## config.mk

```make
export PLATFORM = sky130hd
export DESIGN_NAME = sertx_top
export DESIGN_NICKNAME = d
export VERILOG_FILES = /design/src/rtl/sertx_pkg.sv /design/src/rtl/sertx_baud.sv /design/src/rtl/sertx_hold.sv /design/src/rtl/sertx_shift.sv /design/src/rtl/sertx_top.sv
export SDC_FILE = /design/constraint.sdc
export NUM_CORES = 1
export LEC_CHECK = 0
export ABC_AREA = 1
export BUFFER_PORTS_ARGS = -buffer_cell sky130_fd_sc_hd__buf_2
export CORE_ASPECT_RATIO = 2
export CORE_MARGIN = 3
export CORE_UTILIZATION = 54
export CTS_CLUSTER_SIZE = 30
export DETAILED_ROUTE_END_ITERATION = 16
export PLACE_DENSITY = 0.83
export SLEW_MARGIN = 0
export SYNTH_ARGS = -nofsm -noshare
export SYNTH_HDL_FRONTEND = slang
export SYNTH_SLANG_ARGS = --single-unit
```

## constraint.sdc

```tcl
create_clock -name clk -period 1.4 [get_ports clk]
set_input_delay 0.28 -clock clk [delete_from_list [all_inputs] [get_ports clk]]
set_output_delay 0.28 -clock clk [all_outputs]
set_load 0.01 [all_outputs]
```

## src/rtl/sertx_pkg.sv

```systemverilog
package sertx_pkg;
  typedef enum logic [0:0] {
    FMT_SYNC  = 1'b0,
    FMT_ASYNC = 1'b1
  } fmt_e;

  localparam logic LINE_IDLE  = 1'b1;
  localparam logic START_LVL  = 1'b0;
  localparam logic STOP_LVL   = 1'b1;
endpackage

```

## src/rtl/sertx_baud.sv

```systemverilog
module sertx_baud #(
  parameter int unsigned DIV = 10
) (
  input  logic clk,
  input  logic rst_n,
  output logic tick
);
  localparam int unsigned CW = (DIV > 1) ? $clog2(DIV) : 1;
  localparam logic [CW-1:0] LAST = CW'(DIV - 1);

  logic [CW-1:0] cnt_q, cnt_d;
  logic          cnt_en;

  assign cnt_en = 1'b1;
  assign tick   = (cnt_q == LAST);

  always_comb begin
    cnt_d = cnt_q;
    if (cnt_en) begin
      if (tick) cnt_d = '0;
      else      cnt_d = cnt_q + 1'b1;
    end
  end

  always_ff @(posedge clk or negedge rst_n) begin
    if (!rst_n) cnt_q <= '0;
    else        cnt_q <= cnt_d;
  end
endmodule

```

## src/rtl/sertx_hold.sv

```systemverilog
module sertx_hold #(
  parameter int unsigned DATA_W = 8
) (
  input  logic              clk,
  input  logic              rst_n,
  input  logic [DATA_W-1:0] wr_data,
  input  logic              wr_stb,
  input  logic              take,
  output logic              full,
  output logic [DATA_W-1:0] data
);
  logic              full_d;
  logic [DATA_W-1:0] data_d;
  logic              data_en;

  assign data_en = wr_stb;

  always_comb begin
    full_d = full;
    if (take)   full_d = 1'b0;
    if (wr_stb) full_d = 1'b1;
  end

  always_comb begin
    data_d = data;
    if (data_en) data_d = wr_data;
  end

  always_ff @(posedge clk or negedge rst_n) begin
    if (!rst_n) begin
      full <= 1'b0;
      data <= '0;
    end else begin
      full <= full_d;
      data <= data_d;
    end
  end
endmodule

```

## src/rtl/sertx_shift.sv

```systemverilog
module sertx_shift
  import sertx_pkg::*;
#(
  parameter int unsigned DATA_W = 8
) (
  input  logic              clk,
  input  logic              rst_n,
  input  logic              tick,
  input  logic              hold_full,
  input  logic [DATA_W-1:0] hold_data,
  input  logic              mode_async,
  output logic              take,
  output logic              line
);
  localparam int unsigned FRAME_W = DATA_W + 2;
  localparam int unsigned RW      = $clog2(FRAME_W + 1);
  localparam logic [RW-1:0] SYNC_REST  = RW'(DATA_W - 1);
  localparam logic [RW-1:0] ASYNC_REST = RW'(DATA_W + 1);

  logic [FRAME_W-1:0] sh_q, sh_d;
  logic [RW-1:0]      rem_q, rem_d;
  logic               line_d;
  logic               busy;
  fmt_e               fmt;

  assign busy = (rem_q != '0);
  assign fmt  = fmt_e'(mode_async);
  assign take = tick && !busy && hold_full;

  always_comb begin
    sh_d   = sh_q;
    rem_d  = rem_q;
    line_d = line;
    if (tick) begin
      if (busy) begin
        line_d = sh_q[0];
        sh_d   = {1'b0, sh_q[FRAME_W-1:1]};
        rem_d  = rem_q - 1'b1;
      end else if (hold_full) begin
        if (fmt == FMT_ASYNC) begin
          line_d = START_LVL;
          sh_d   = {1'b0, STOP_LVL, hold_data};
          rem_d  = ASYNC_REST;
        end else begin
          line_d = hold_data[0];
          sh_d   = {2'b00, 1'b0, hold_data[DATA_W-1:1]};
          rem_d  = SYNC_REST;
        end
      end else begin
        line_d = LINE_IDLE;
      end
    end
  end

  always_ff @(posedge clk or negedge rst_n) begin
    if (!rst_n) begin
      sh_q  <= '0;
      rem_q <= '0;
      line  <= LINE_IDLE;
    end else begin
      sh_q  <= sh_d;
      rem_q <= rem_d;
      line  <= line_d;
    end
  end
endmodule

```

## src/rtl/sertx_top.sv

```systemverilog
module sertx_top #(
  parameter int unsigned CLK_HZ = 125_000_000,
  parameter int unsigned BIT_HZ = 1200,
  parameter int unsigned DATA_W = 8
) (
  input  logic              clk,
  input  logic              rst_n,
  input  logic [DATA_W-1:0] wr_data,
  input  logic              wr_stb,
  input  logic              mode_async,
  output logic              tx_ready,
  output logic              tx_bit,
  output logic              bit_stb
);
  localparam int unsigned DIV = CLK_HZ / BIT_HZ;

  logic              tick;
  logic              take;
  logic              hold_full;
  logic [DATA_W-1:0] hold_data;

  sertx_baud #(.DIV(DIV)) u_baud (
    .clk  (clk),
    .rst_n(rst_n),
    .tick (tick)
  );

  sertx_hold #(.DATA_W(DATA_W)) u_hold (
    .clk    (clk),
    .rst_n  (rst_n),
    .wr_data(wr_data),
    .wr_stb (wr_stb),
    .take   (take),
    .full   (hold_full),
    .data   (hold_data)
  );

  sertx_shift #(.DATA_W(DATA_W)) u_shift (
    .clk       (clk),
    .rst_n     (rst_n),
    .tick      (tick),
    .hold_full (hold_full),
    .hold_data (hold_data),
    .mode_async(mode_async),
    .take      (take),
    .line      (tx_bit)
  );

  assign tx_ready = !hold_full;
  assign bit_stb  = tick;
endmodule

```

==> reports/summary.md <==
• finished with violations — outcome
• setup timing — failing checks
• 100 um — floorplan die height
• 586 MHz — upper clock frequency limit
• 5310 um^2 — total die area
• dfrtp_1 — Critical Path Slowest Stage Cell
• yes — CTS tree
• 1.71 ns — min cycle time layout
• 2410 um — wl on met1
• 40 — clock sinks
• 33.3% — layout cell share with drive strength beyond 1
• clkbuf_8 — clock root cell
• 373 — Post-Synthesis Net Count
• 71.7% — Worst slew margin
• 41.9% — portion of the post-synthesis area used by sequential elements
• 0 — Diodes inserted
• 0.31 ns — clock insertion delay at the later pin of the skew report
• 33 — Placement Rows
• 0 — antenna viol nets, final
• 0.00161 W — Pint
• 2,611 — via count
• 439 — NumNets Final
• true — unrepaired setup endpoints after global routing
• flip-flop to output pin — path type of the worst setup path
• 0 — max capacitance violation total
• 122% — period utilization
• 57.3% — initial standard-cell utilization of the core
• 7270 um — total length of routed wires
• wr_data[4] — startpoint of the most critical hold path
• 1.80 nW — total leakage power
• 40.8% — fraction of post-synthesis cell area in the top cell type by area
• 38.8% — area growth from synthesis to layout
• 0 — overflow left after global routing
• 11 — Worst Reg2Reg Path Length in Cells
• 0.0145 ns — clock skew
• 55.6% — part of the total power dissipated in sequential elements
• 0 — antenna violations before repair
• -0.102 ns — worst setup slack after placement
• 119 — DRC marker count from the first detailed-route iteration
• 2390 um^2 — netlist area before placement
• 2 — maximum level of the CTS H-tree
• flip-flop — critical path launch point type
• 0 — Final Max Slew Viols
• primary input to flip-flop — class of the tightest hold or removal check
• 4.9% — portion of total power attributed to combinational logic
• 1.12 ns — required time of the critical path
• 5 — number of clock buffers inserted by TritonCTS
• 645 nW/um^2 — areal power density over the cells
• -0.29 ns — reg2reg setup slack
• 4 — number of detailed-routing iterations run before antenna repair
• 261 — # fillers
• 1000 um^2 — FF/Latch Area
• 0 — Post-route DRC
• 0.00214 W — Power, Total
• dfrtp_1 41%, nand2_1 24%, inv_1 7.4% — top post-synthesis cells by area
• dfrtp_1 — dominant synthesized flop cell
• 0.39 ns — critical path's largest stage delay
• 31 — count of final setup violators
• 2 — clock tree buffer depth
• 0.000527 W — Sw Pwr
• 3 — largest driver fanout on the critical path
• 1420 um^2 — combined area of the multi-input logic cells
• 153 x nand2_1, 47 x inv_1, 40 x nor2_1 — commonest cells in the synthesized netlist
• 0 — number of enable-type register cells in the synthesized netlist
• 3 — Hold Path Stages
• 0.942 mV — Worst VDD drop
• nand2_2 -> inv_1 -> nand3_2 -> nor4_2 -> buf_2 — crit-path cells
• 40 — number of synthesized register bits
• -0.307 ns — setup slack of the critical path after layout
• 4450 um — Final HPWL DP
• 0 — hold violation count in the final report
• 357 — instance count of the mapped netlist
• u_hold.data[4] — Worst Hold End
• 0.873 — final estimated routing congestion in global placement
• output pin — crit path capture type
• 28.4% — aggregate global-route resource usage
• 15 — number of top-level pins
• 0 — yosys synthesis warning count
• u_baud.cnt_q[1] — source of the worst register-to-register timing path
• 24.6% — Net Sw Frac
• 39.5% — clock share of power
• 15.3 um — average detailed-routed wire length per instance
• 53.0 um — Die Wd
• dfrtp_1 — top cell type by total area after synthesis
• 28 — distinct cell type count of the synthesized netlist
• 0.09 ns — clock input transition at the sequential cells of the worst setup and hold paths
• nand2_1 — leading cell type by number of instances after synthesis
• 4170 um^2 — total core area
• 11,100 um — wire length of the first global-routing pass
• 5.49 — via density per instance
• 1.43 ns — Arr. time, crit path
• 6.69 um^2 — Mapped Avg Cell Area
• 14 — number of port buffers
• 19 — maximum number of pins on one net before global-route repair
• 0.425 ns — Tightest Pin Transition
• 2,592 — number of global-route vias before repair
• 345 um — wire length on met3
• 3930 um — metal2 WL
• u_shift.sh_q[3] — Critical R2R Capture
• met4 — top routing layer in use
• 100% — proportion of synthesized flip-flops having asynchronous set or reset
-- registers in the layout, summed over array words and instances (netlist names) --
register       flops
u_baud.cnt_q      17
u_shift.sh_q       9
u_hold.data        8
u_shift.rem_q      4
u_hold.full        1
u_shift.line       1
-- worst max path at each step --
stage,startpoint,slack [ns],to
5_1_grt,u_baud.cnt_q[10],-0.39,bit_stb
4_1_cts,u_baud.cnt_q[14],-0.30,bit_stb
3_3_place_gp,u_baud.cnt_q[1],-0.04,u_shift.sh_q[8]
6_report,u_baud.cnt_q[10],-0.31,bit_stb
3_5_place_dp,u_baud.cnt_q[1],-0.10,u_shift.sh_q[8]
2_1_floorplan,u_shift.rem_q[0],0.01,u_shift.sh_q[5]
-- worst max-delay path: cells and delay by family (launching register included) --
kind | cells | cell delay, ns
buf+inv | 2 | 0.26
flops | 1 | 0.39
simple gates | 3 | 0.46
-- stage by stage --
stage	std cells	setup TNS [ns]	hold slack [ns]	instance area [um^2]	util, %
2_1_floorplan	357	0	-0.0156	2390	-
6_report	476	-6.00	0.169	3320	79.6
5_1_grt	476	-8.24	0.179	3320	79.6
3_3_place_gp	452	-0.276	0.233	2760	66.2
4_1_cts	466	-2.45	0.175	3090	74.2
3_5_place_dp	452	-1.25	0.236	2760	66.2
-- logic make-up after synthesis --
kind of cell	synth area share (%)
AO/OA/AOI/OAI	2.36
XOR/XNOR	1.83
adder cells (fa/ha/maj)	2.09
buffers and inverters	10.4
flip-flops	41.9
AND/OR/NAND/NOR	41.4
-- layout by cell type, fill, tap and decap left out, drive strengths merged, types with 5 or more instances in the layout --
master / count
nand3: 23
nor3: 5
o21ai: 7
buf: 63
nand2: 157
inv: 50
dfrtp: 39
clkbuf: 7
nor2: 47
nand4: 6
-- repair_timing --
| action | CTS | global route |
|---|---|---|
| endpoints found under the setup margin | 28 | 32 |
| cloned | 3 | 0 |
| pin swaps | 21 | 18 |
| buffers inserted | 2 | 10 |
| hold endpoints to repair | 15 | 0 |
| hold buffers | 1 | 0 |
| gates resized for setup | 43 | 43 |
-- routing by layer --
layer | up-vias | global-route usage [%]
met5 | - | 0
met2 | 129 | 51.6
met1 | 1217 | 26.5
li1 | 1214 | -
met3 | 51 | 5.05
met4 | 0 | 20.7
-- power by group through the flow --
stage	Clock, W	Sequential, W	Combinational (W)
floorplan	0	0.00121	0.0000505
global placement	0	0.00121	0.000101
detailed placement	0	0.00121	0.000104
CTS	0.000837	0.00119	0.000106
global route	0.000888	0.00119	0.000121
finish	0.000846	0.00119	0.000104
-- final cells by class --
class                           instances  share of cell area (%)
Tap cell                               52                    1.96
Inverter                               52                    6.18
Clock inverter                          1                   0.226
Sequential cell                        40                    30.3
Clock buffer                            7                    2.60
Timing Repair Buffer                   65                    16.1
Multi-Input combinational cell        259                    42.6
(Power assumes the default switching activity.)
